--- config.mk ---
export PLATFORM = sky130hd
export DESIGN_NAME = pgwalk_perm_check
export DESIGN_NICKNAME = d
export VERILOG_FILES = /design/src/rtl/pwc_pkg.sv /design/src/rtl/pwc_walk_ctrl.sv /design/src/rtl/pwc_flag_accum.sv /design/src/rtl/pwc_decide.sv /design/src/rtl/pgwalk_perm_check.sv
export SDC_FILE = /design/constraint.sdc
export NUM_CORES = 1
export LEC_CHECK = 0
export BUFFER_PORTS_ARGS = -buffer_cell sky130_fd_sc_hd__buf_2
export CAP_MARGIN = 20
export CORE_MARGIN = 1
export CORE_UTILIZATION = 35
export CTS_CLUSTER_DIAMETER = 120
export DETAILED_ROUTE_END_ITERATION = 16
export PLACE_DENSITY = 0.68
export REMOVE_ABC_BUFFERS = 1
export SLEW_MARGIN = 20
export SYNTH_ARGS = -nofsm -noshare
export SYNTH_HDL_FRONTEND = slang
export SYNTH_HIERARCHICAL = 1
export SYNTH_SLANG_ARGS = --single-unit
--- constraint.sdc ---
create_clock -name clk -period 1.15 [get_ports clk]
set_input_delay 0.0575 -clock clk [delete_from_list [all_inputs] [get_ports clk]]
set_output_delay 0.0575 -clock clk [all_outputs]
set_load 0.005 [all_outputs]
--- src/rtl/pwc_pkg.sv ---
package pwc_pkg;

  typedef enum logic [1:0] {
    ACC_READ  = 2'd0,
    ACC_WRITE = 2'd1,
    ACC_FETCH = 2'd2
  } acc_e;

  typedef enum logic [1:0] {
    PG_32   = 2'd0,
    PG_PAE  = 2'd1,
    PG_LONG = 2'd2
  } pgmode_e;

  // Attributes captured at walk start
  typedef struct packed {
    acc_e acc;
    logic user;
    logic nx_act;
  } attr_t;

  localparam int unsigned EC_BITS = 5;
  localparam int unsigned EC_P    = 0;
  localparam int unsigned EC_W    = 1;
  localparam int unsigned EC_U    = 2;
  localparam int unsigned EC_RSV  = 3;
  localparam int unsigned EC_ID   = 4;

  // Execute-disable is honoured only outside 32-bit mode with nxe set
  function automatic logic nx_active(pgmode_e mode, logic nxe);
    return nxe && (mode != PG_32);
  endfunction

  // Rights check over the folded flags of a valid translation
  function automatic logic rights_ok(attr_t a, logic rw_all, logic us_all,
                                     logic xd_any);
    logic ok;
    ok = 1'b1;
    if (a.acc == ACC_FETCH && a.nx_act && xd_any) ok = 1'b0;
    if (a.user && !us_all) ok = 1'b0;
    if (a.user && a.acc == ACC_WRITE && !rw_all) ok = 1'b0;
    return ok;
  endfunction

  // Error code for a fault
  function automatic logic [EC_BITS-1:0] build_err(attr_t a, logic no_xlate,
                                                   logic rsv_fault);
    logic [EC_BITS-1:0] e;
    e          = '0;
    e[EC_P]    = !no_xlate;
    e[EC_W]    = (a.acc == ACC_WRITE);
    e[EC_U]    = a.user;
    e[EC_RSV]  = rsv_fault;
    e[EC_ID]   = (a.acc == ACC_FETCH) && a.nx_act;
    return e;
  endfunction

endpackage

--- src/rtl/pwc_walk_ctrl.sv ---
module pwc_walk_ctrl
  import pwc_pkg::*;
#(
  parameter int unsigned CPL_W    = 2,
  parameter int unsigned USER_CPL = 3
) (
  input  logic             clk,
  input  logic             rst_n,
  input  logic             walk_start,
  input  logic [1:0]       acc_type,
  input  logic [CPL_W-1:0] cpl,
  input  logic [1:0]       pg_mode,
  input  logic             nxe,
  input  logic             ent_valid,
  input  logic             ent_last,
  input  logic             ent_present,
  input  logic             ent_rsvd,
  output logic             busy,
  output logic             ent_accept,
  output logic             walk_done,
  output attr_t            attr_q
);

  localparam logic [CPL_W-1:0] USER_LVL = CPL_W'(USER_CPL);

  attr_t attr_d;

  always_comb begin
    attr_d.acc    = acc_e'(acc_type);
    attr_d.user   = (cpl == USER_LVL);
    attr_d.nx_act = nx_active(pgmode_e'(pg_mode), nxe);
  end

  // Start has priority; an entry in the start cycle is dropped
  assign ent_accept = busy && ent_valid && !walk_start;
  assign walk_done  = ent_accept && (ent_last || !ent_present || ent_rsvd);

  always_ff @(posedge clk) begin
    if (!rst_n) begin
      busy   <= 1'b0;
      attr_q <= '0;
    end else if (walk_start) begin
      busy   <= 1'b1;
      attr_q <= attr_d;
    end else if (walk_done) begin
      busy   <= 1'b0;
    end
  end

endmodule

--- src/rtl/pwc_flag_accum.sv ---
module pwc_flag_accum (
  input  logic clk,
  input  logic rst_n,
  input  logic clear,
  input  logic accept,
  input  logic ent_rw,
  input  logic ent_us,
  input  logic ent_xd,
  output logic rw_all,
  output logic us_all,
  output logic xd_any
);

  logic rw_q, us_q, xd_q;

  // Folded values including the entry on the inputs now
  assign rw_all = rw_q & ent_rw;
  assign us_all = us_q & ent_us;
  assign xd_any = xd_q | ent_xd;

  always_ff @(posedge clk) begin
    if (!rst_n || clear) begin
      rw_q <= 1'b1;
      us_q <= 1'b1;
      xd_q <= 1'b0;
    end else if (accept) begin
      rw_q <= rw_all;
      us_q <= us_all;
      xd_q <= xd_any;
    end
  end

endmodule

--- src/rtl/pwc_decide.sv ---
module pwc_decide
  import pwc_pkg::*;
(
  input  attr_t              attr,
  input  logic               ent_present,
  input  logic               ent_rsvd,
  input  logic               rw_all,
  input  logic               us_all,
  input  logic               xd_any,
  output logic               no_xlate,
  output logic               rsv_fault,
  output logic               rights_fault,
  output logic               fault,
  output logic [EC_BITS-1:0] code
);

  // Absence outranks a reserved-bit violation on the same entry
  assign no_xlate     = !ent_present;
  assign rsv_fault    = ent_present && ent_rsvd;
  assign rights_fault = !rights_ok(attr, rw_all, us_all, xd_any);
  assign fault        = no_xlate || rsv_fault || rights_fault;
  assign code         = build_err(attr, no_xlate, rsv_fault);

endmodule

--- src/rtl/pgwalk_perm_check.sv ---
module pgwalk_perm_check
  import pwc_pkg::*;
#(
  parameter int unsigned ERR_W     = 16,
  parameter int unsigned VEC_W     = 8,
  parameter int unsigned PF_VECTOR = 14,
  parameter int unsigned CPL_W     = 2,
  parameter int unsigned USER_CPL  = 3
) (
  input  logic             clk,
  input  logic             rst_n,
  input  logic             walk_start,
  input  logic [1:0]       acc_type,
  input  logic [CPL_W-1:0] cpl,
  input  logic [1:0]       pg_mode,
  input  logic             nxe,
  input  logic             ent_valid,
  input  logic             ent_last,
  input  logic             ent_present,
  input  logic             ent_rw,
  input  logic             ent_us,
  input  logic             ent_xd,
  input  logic             ent_rsvd,
  output logic             res_valid,
  output logic             res_fault,
  output logic [VEC_W-1:0] res_vector,
  output logic [ERR_W-1:0] res_err
);

  localparam int unsigned ERR_PAD = ERR_W - EC_BITS;
  localparam logic [VEC_W-1:0] PF_VEC = VEC_W'(PF_VECTOR);

  // Named internal events
  logic               busy;
  logic               ent_accept;
  logic               walk_done;
  attr_t              attr_q;
  logic               rw_all, us_all, xd_any;
  logic               no_xlate, rsv_fault, rights_fault, fault;
  logic [EC_BITS-1:0] code;
  logic               attr_is_write;
  logic               attr_is_user;

  assign attr_is_write = (attr_q.acc == ACC_WRITE);
  assign attr_is_user  = attr_q.user;

  pwc_walk_ctrl #(.CPL_W(CPL_W), .USER_CPL(USER_CPL)) u_ctrl (
    .clk        (clk),
    .rst_n      (rst_n),
    .walk_start (walk_start),
    .acc_type   (acc_type),
    .cpl        (cpl),
    .pg_mode    (pg_mode),
    .nxe        (nxe),
    .ent_valid  (ent_valid),
    .ent_last   (ent_last),
    .ent_present(ent_present),
    .ent_rsvd   (ent_rsvd),
    .busy       (busy),
    .ent_accept (ent_accept),
    .walk_done  (walk_done),
    .attr_q     (attr_q)
  );

  pwc_flag_accum u_accum (
    .clk   (clk),
    .rst_n (rst_n),
    .clear (walk_start),
    .accept(ent_accept),
    .ent_rw(ent_rw),
    .ent_us(ent_us),
    .ent_xd(ent_xd),
    .rw_all(rw_all),
    .us_all(us_all),
    .xd_any(xd_any)
  );

  pwc_decide u_decide (
    .attr        (attr_q),
    .ent_present (ent_present),
    .ent_rsvd    (ent_rsvd),
    .rw_all      (rw_all),
    .us_all      (us_all),
    .xd_any      (xd_any),
    .no_xlate    (no_xlate),
    .rsv_fault   (rsv_fault),
    .rights_fault(rights_fault),
    .fault       (fault),
    .code        (code)
  );

  always_ff @(posedge clk) begin
    if (!rst_n) begin
      res_valid  <= 1'b0;
      res_fault  <= 1'b0;
      res_vector <= '0;
      res_err    <= '0;
    end else begin
      res_valid <= walk_done;
      if (walk_done) begin
        res_fault  <= fault;
        res_vector <= fault ? PF_VEC : '0;
        res_err    <= fault ? {{ERR_PAD{1'b0}}, code} : '0;
      end
    end
  end

endmodule

==> metrics, run 1 <==
origin of the worst min-delay path=acc_type[0]; maximum frequency from static timing analysis=835 MHz; core region area=2230 sq um; classification of the worst setup path=flop to flop; Top Ports=43; largest net degree at the start of global routing=19; vias in the first global route=508; Hold Path End=u_ctrl/attr_q[2]; starting density of the core=37.5%; most frequent standard cell in the layout excluding fill and tap cells=buf_2; Chip Height=50.9 um; number of endpoints with negative hold slack in the final report=0; leakage dissipation=0.000489 uW; final number of max-transition violations=0; worst setup path startpoint=u_ctrl/attr_q[3]; Startpoint Class=flop; detailed-routing iteration count for the pre-antenna-repair pass=4; highest-count cells in the layout ignoring fill and taps=buf_2, conb_1, dfxtp_1; Placed Area=897 sq um; Data arrival, critical path=1.38 ns; post-layout total power=973 uW; first-iteration detailed-routing DRC count=13; cts bufs inserted=3; list of cells traversed by the critical path=and3b_1, nand2_1, nand4b_1, mux2i_1, nor2b_1; cell with the biggest individual delay on the critical path=dfxtp_1; source-to-sink clock delay at the later pin of the worst-skew pair=0.28 ns; Yosys Warn Count=6; H-tree Lvls=1; die width=50.9 um; pwr dens=1030 nW/um^2; Overall Global Routing Usage=12.1%; via count of the routed design=639; Filler cells=217; Post-Syn Area=837 sq um; failing checks=negative setup slack; setup violation total in the final timing report=3; NumNets Final=136; routed wire length=1.39 mm; worst endpoint required time=1.33 ns; number of rows in the core area=17; Detail Route Antenna Nets=0; wire per inst=9.54 um; least setup slack across all paths after layout=-0.0471 ns; antenna diode count=0; Clock Sinks=15; total DRC errors in the routed layout=0; clock-pin slew of the registers on the worst-case setup and hold paths=0.09 ns; final setup skew=0.00155 ns; final clock period utilization by the worst path=104%; setup repair after global routing missed its margin=true; capturing point of the worst reg2reg path=res_vector[2]; mean number of vias per cell=4.38; Die Area=2590 sq um; Period minus WS final=1.20 ns; final std cell area, no fill=941 sq um; kind of capture point of the worst setup path=flop; mean post-synth cell area=8.90 sq um; cells on worst reg2reg path=5; Worst IR Drop VDD=0.400 mV; launch instance of the worst register-to-register path=u_ctrl/attr_q[3]; post-route core utilization=42.1%; setup slack after placement=-0.0587 ns; count of hold-fix buffers inserted at cts=0; post-synthesis cell count=94; clock tree from TritonCTS=done; worst reg2reg setup slack=-0.05 ns; HP Class=primary input to flop; gp weighted congestion=0.739; outcome=finished, violations left; slowest stage delay, CP=0.34 ns; largest driver fanout on the critical path=6; # Max-Cap Violations=0; Hold Crit Depth=3; wire length of the first global-routing pass=2.27 mm; master cell of the clock root buffer=clkbuf_4; number of antenna violations at the first check in global routing=0; number of port buffers=26; Clock Path Buffers=2; sum of overflow across all layers after global routing=0; share of layout cells above drive strength 1=38.1%; area growth from synthesis to final layout=12.4%
flip-flops by register name, summed over array words and instances (netlist names):
signal / flops
u_accum/rw_q: 1
res_err: 5
res_valid: 1
u_ctrl/busy: 1
u_ctrl/attr_q: 4
u_accum/us_q: 1
u_accum/xd_q: 1
res_vector: 1
layer usage:
layer | global-route usage (%) | share of wire [%]
met1 | 14.6 | 44
met3 | 3.57 | 6.9
met4 | 6.94 | 1.5
met2 | 19.1 | 47
met5 | 0 | 0
timing repair:
action,CTS,global route
buffers inserted,0,0
resized for setup,5,4
setup endpoints to repair,6,6
pin swaps,4,5
cell type report:
type	count	area (sq um)	share of cell area, %
multi-input cells	66	402	42.7
flip-flops and latches	15	305	32.4
repair buffers	30	160	17.0
well taps	28	35.0	3.72
clock buffers	3	22.5	2.39
inverters	3	11.3	1.20
clock inverters	1	5.00	0.532
worst max-delay path: cells and delay by family (launching register included):
kind / cells / cell delay [ns]
flip-flops: 1 / 0.34
AND/OR/NAND/NOR: 4 / 0.55
multiplexers: 1 / 0.20
worst max path at each step:
stage	endpoint	slack [ns]	cells past startpoint
2_1_floorplan	res_vector[2]	0.01	4
3_3_place_gp	res_vector[2]	-0.02	5
3_5_place_dp	res_vector[2]	-0.06	5
4_1_cts	res_vector[2]	-0.04	6
5_1_grt	res_vector[2]	-0.13	5
6_report	res_vector[2]	-0.05	5
through the flow:
| step | instances | hold slack (ns) | setup TNS [ns] |
|---|---|---|---|
| floorplan | 84 | 0.162 | 0 |
| global placement | 142 | 0.315 | -0.0215 |
| detailed placement | 142 | 0.316 | -0.171 |
| CTS | 146 | 0.0232 | -0.0702 |
| global route | 146 | 0.0286 | -0.545 |
| finish | 146 | 0.0266 | -0.0687 |
power breakdown:
group	switching [uW]	leakage, uW	internal, uW
logic	63.7	0.000350	66.2
clock network	170	0.0000177	129
registers	9.49	0.000122	534
Note: power is estimated with default switching activity, not from simulation.
==> run 2, diff against run 1 <==
--- a/config.mk
+++ b/config.mk
@@ -11,7 +11,10 @@
 export CORE_UTILIZATION = 35
 export CTS_CLUSTER_DIAMETER = 120
 export DETAILED_ROUTE_END_ITERATION = 16
+export GPL_ROUTABILITY_DRIVEN = 0
+export GPL_TIMING_DRIVEN = 0
 export PLACE_DENSITY = 0.68
+export RECOVER_POWER = 100
 export REMOVE_ABC_BUFFERS = 1
 export SLEW_MARGIN = 20
 export SYNTH_ARGS = -nofsm -noshare
==> run 2 against run 1 <==
- the run still ends with negative setup slack left
- non-clock buffer count is 4 lower
- sequential power about the same
- highest routed layer is now met3
- clock power decreased by 2%
- maximum frequency decreased by 3.5%
- total power is 2.0% lower
- first-iteration DRC count is 31% lower
- via count down 1.6%
- clock skew about the same
- largest power group unchanged
- worst hold slack better by 0.015 ns
==> metrics, run 2 (same netlist as run 1, synthesis figures left out) <==
classification of the worst setup path=flop to flop; highest-count cells in the layout ignoring fill and taps=buf_2, conb_1, dfxtp_1; wire per inst=9.56 um; vias in the first global route=528; cell family with the largest share of critical-path delay=simple AND/OR/NAND/NOR gates; core region area=2230 sq um; share of layout cells above drive strength 1=28.9%; die width=50.9 um; failing checks=negative setup slack; Die Area=2590 sq um; antenna diode count=0; register with the most flip-flops=res_err; clock tree from TritonCTS=done; via count of the routed design=629; Overall Global Routing Usage=11.7%; outcome=finished, violations left; cts bufs inserted=3; clock-pin slew of the registers on the worst-case setup and hold paths=0.09 ns; worst hold slack after final layout=0.0413 ns; post-route core utilization=40.2%; sum of overflow across all layers after global routing=0; number of rows in the core area=17; slowest stage delay, CP=0.33 ns; largest driver fanout on the critical path=6; Data arrival, critical path=1.42 ns; routed wire length=1.36 mm; largest net degree at the start of global routing=19; first-iteration detailed-routing DRC count=9; non-filler cells, final=142; post-detail-place hpwl=1.07 mm; kind of capture point of the worst setup path=flop; number of endpoints with negative hold slack in the final report=0; setup slack after placement=-0.160 ns; Largest register FFs=5; final number of max-transition violations=0; Clock Sinks=15; list of cells traversed by the critical path=and2_4, nor3b_1, o21ai_1, nand4b_1, mux2i_1, nor2b_1; total DRC errors in the routed layout=0; # Max-Cap Violations=0; number of placed instances, taps included=138; Detail Route Antenna Nets=0; final clock period utilization by the worst path=108%; post-layout total power=953 uW; maximum frequency from static timing analysis=806 MHz; leakage dissipation=0.000450 uW; Top Ports=43; H-tree Lvls=1; pwr dens=1060 nW/um^2; mean number of vias per cell=4.43; setup repair after global routing missed its margin=true; starting density of the core=37.5%; area growth from synthesis to final layout=7.17%; cell with the biggest individual delay on the critical path=dfxtp_2; number of port buffers=26; worst endpoint required time=1.33 ns; registers with the most flip-flops=res_err (5), u_ctrl/attr_q (4); Clock Path Buffers=2; final setup skew=0.00108 ns; most frequent standard cell in the layout excluding fill and tap cells=buf_2; Chip Height=50.9 um; total buffers and inverters traversed by the critical path=0; Worst IR Drop VDD=0.401 mV; HP Class=primary input to flop; detailed-routing iteration count for the pre-antenna-repair pass=4; setup violation total in the final timing report=6; number of antenna violations at the first check in global routing=0; Startpoint Class=flop; master cell of the clock root buffer=clkbuf_4; least setup slack across all paths after layout=-0.0900 ns; source-to-sink clock delay at the later pin of the worst-skew pair=0.27 ns; wire length of the first global-routing pass=2.24 mm; NumNets Final=132; Period minus WS final=1.24 ns
## run 2: cell types whose count changed in the layout (fill, tap and decap cells not counted), moves of 2 or more
cell,previous run,this run
o21ai_0,1,3
clkbuf_1,0,4
o21ai_1,3,1
buf_2,26,23
buf_4,4,0
## run 2: power by group
part           internal (uW)  switching (uW)
Clock                    134             160
Combinational           55.7            59.6
Sequential               534            9.45
Total                    724             229
## run 2: path summary, 6_finish.rpt
check	startpoint	to	cells past startpoint	slack [ns]
worst max-delay path	u_accum/rw_q	res_vector[2]	6	-0.09
worst min register to register	res_err[2]	res_err[2]	2	0.47
worst max register to register	u_accum/rw_q	res_vector[2]	6	-0.09
worst min-delay path	acc_type[0]	u_ctrl/attr_q[2]	3	0.04
## run 2: worst register-to-register path: stages, from the launching register on
cell and delay (ns):
dfxtp_2 0.33, and2_4 0.12, nor3b_1 0.04, o21ai_1 0.13, nand4b_1 0.25, mux2i_1 0.22
nor2b_1 0.06
## run 2: per-layer routing
| layer | part of all wire (%) | routed length (um) | up-vias | global-route usage [%] |
|---|---|---|---|---|
| met3 | 7.4 | 100 | 0 | 2.98 |
| met5 | 0 | 0 | - | 0 |
| li1 | - | - | 315 | - |
| met2 | 48 | 646 | 27 | 19.3 |
| met4 | 0 | 0 | 0 | 6.94 |
| met1 | 45 | 609 | 287 | 13.3 |
## run 2: final cells by class
class | count | area (sq um)
Timing Repair Buffer | 26 | 126
Inverter | 3 | 11.3
Clock buffer | 4 | 26.3
Fill cell | 225 | 1340
Sequential cell | 15 | 304
Multi-Input combinational cell | 66 | 394
Tap cell | 28 | 35.0
## run 2: timing repair
action | 4_1_cts | 5_1_grt
setup endpoints to repair | 7 | 6
setup buffers | 0 | 0
resized for setup | 4 | 1
pin swaps | 3 | 5
hold endpoints to repair | 0 | 0
gates cloned | 0 | 0
hold buffers | 0 | 0
## run 2: per-stage QoR
step | setup TNS (ns) | cell area (sq um)
2_1_floorplan | 0 | 702
3_3_place_gp | -0.352 | 867
3_5_place_dp | -0.561 | 867
4_1_cts | -0.298 | 898
5_1_grt | -0.734 | 897
6_report | -0.319 | 897
==> run 3, diff against run 2 <==
--- a/config.mk
+++ b/config.mk
@@ -9,10 +9,12 @@
 export CAP_MARGIN = 20
 export CORE_MARGIN = 1
 export CORE_UTILIZATION = 35
+export CTS_BUF_LIST = sky130_fd_sc_hd__clkbuf_16
 export CTS_CLUSTER_DIAMETER = 120
 export DETAILED_ROUTE_END_ITERATION = 16
 export GPL_ROUTABILITY_DRIVEN = 0
 export GPL_TIMING_DRIVEN = 0
+export HOLD_SLACK_MARGIN = 0.08
 export PLACE_DENSITY = 0.68
 export RECOVER_POWER = 100
 export REMOVE_ABC_BUFFERS = 1
==> run 3 against run 2 <==
- the flow still finishes with violations (negative setup slack)
- via count grew 2.2%
- clock skew is essentially flat
- final area up 8.1%
- sequential power hardly changed
- routed wire length up 3.6%
- maximum frequency rose by 0.67%
- cell count is 1.4% higher
- worst hold slack improved by 0.047 ns
- sequential cell count unchanged
- critical path depth did not move
- critical endpoint unchanged
- largest power group is now clock
==> metrics, run 3 (same netlist as run 1, synthesis figures left out) <==
final setup skew=0.00126 ns; master cell of the clock root buffer=clkbuf_16; total DRC errors in the routed layout=0; detailed-routing iteration count for the pre-antenna-repair pass=4; post-route core utilization=43.4%; H-tree Lvls=1; Overall Global Routing Usage=12.1%; classification of the worst setup path=flop to flop; worst endpoint required time=1.29 ns; post-layout total power=1330 uW; clock-pin slew of the registers on the worst-case setup and hold paths=0.05 ns; area growth from synthesis to final layout=15.8%; maximum frequency from static timing analysis=812 MHz; kind of capture point of the worst setup path=flop; Startpoint Class=flop; combined area of the multi-input logic cells=394 sq um; largest driver fanout on the critical path=6; NumNets Final=134; clock tree from TritonCTS=done; Worst IR Drop VDD=0.767 mV; setup violation total in the final timing report=6; highest-count cells in the layout ignoring fill and taps=buf_2, conb_1, dfxtp_1; outcome=finished, violations left; Clock Sinks=15; number of setup buffers added after CTS=0; number of antenna violations at the first check in global routing=0; Period minus WS final=1.23 ns; Largest register FFs=5; most frequent standard cell in the layout excluding fill and tap cells=buf_2; worst hold slack after final layout=0.0887 ns; wire length of the first global-routing pass=2.29 mm; number of rows in the core area=17; first-iteration detailed-routing DRC count=7; setup repair after global routing missed its margin=true; mean number of vias per cell=4.47; leakage dissipation=0.000486 uW; share of layout cells above drive strength 1=28.4%; setup slack after placement=-0.160 ns; Data arrival, critical path=1.37 ns; routed wire length=1.41 mm; Clock Path Buffers=2; # Max-Cap Violations=0; Chip Height=50.9 um; Die Area=2590 sq um; die width=50.9 um; largest net degree at the start of global routing=19; via count of the routed design=643; cts bufs inserted=3; HP Class=primary input to flop; post-detail-place hpwl=1.07 mm; number of port buffers=26; pwr dens=1370 nW/um^2; register with the most flip-flops=res_err; final number of max-transition violations=0; sum of overflow across all layers after global routing=0; registers with the most flip-flops=res_err (5), u_ctrl/attr_q (4); source-to-sink clock delay at the later pin of the worst-skew pair=0.24 ns; final clock period utilization by the worst path=107%; area taken by flip-flops and latches=304 sq um; number of endpoints with negative hold slack in the final report=0; starting density of the core=37.5%; Detail Route Antenna Nets=0; wire per inst=9.76 um; Top Ports=43; failing checks=negative setup slack; antenna diode count=0; Filler cells=221; vias in the first global route=554; core region area=2230 sq um; least setup slack across all paths after layout=-0.0817 ns
[run 3: area by class of cell]
type / instances / share of cell area [%]
Timing Repair Buffer: 28 / 15.1
Clock inverter: 1 / 0.387
Sequential cell: 15 / 31.4
Tap cell: 28 / 3.61
Inverter: 3 / 1.16
Multi-Input combinational cell: 66 / 40.6
Clock buffer: 3 / 7.74
[run 3: power breakdown]
part	internal (uW)	switching [uW]
Sequential	537	9.41
Clock	460	203
Combinational	60.1	60.4
[run 3: path summary, 6_finish.rpt]
check | from | endpoint | slack, ns | cells after the start
max reg2reg | u_accum/rw_q | res_vector[2] | -0.08 | 6
max | u_accum/rw_q | res_vector[2] | -0.08 | 6
min | ent_xd | u_accum/xd_q | 0.09 | 3
min reg2reg | res_err[2] | res_err[2] | 0.46 | 2
[run 3: per-layer routing]
layer,vias up,track usage [%],part of all wire (%)
li1,318,-,-
met1,288,13.0,45
met2,34,20.6,45
met3,3,2.98,7.5
met4,0,8.33,2.4
met5,-,0,0
[run 3: repair_timing]
action / CTS / global route
gates resized for setup: 4 / 1
hold buffers: 2 / 0
endpoints found under the hold margin: 2 / 0
cloned: 0 / 0
setup endpoints to repair: 7 / 6
pin swaps: 3 / 4
[run 3: critical path, cell delays in order (launching register included)]
cell	delay [ns]
dfxtp_2	0.32
and2_4	0.12
nor3b_1	0.04
o21ai_1	0.13
nand4b_1	0.25
mux2i_1	0.21
nor2b_1	0.06
[run 3: per-stage QoR]
step	instance area, sq um	setup TNS (ns)	std cells
after floorplan	702	0	84
after global placement	867	-0.352	138
after detailed placement	867	-0.561	138
after CTS	971	-0.246	144
after global routing	970	-0.720	144
final	970	-0.278	144
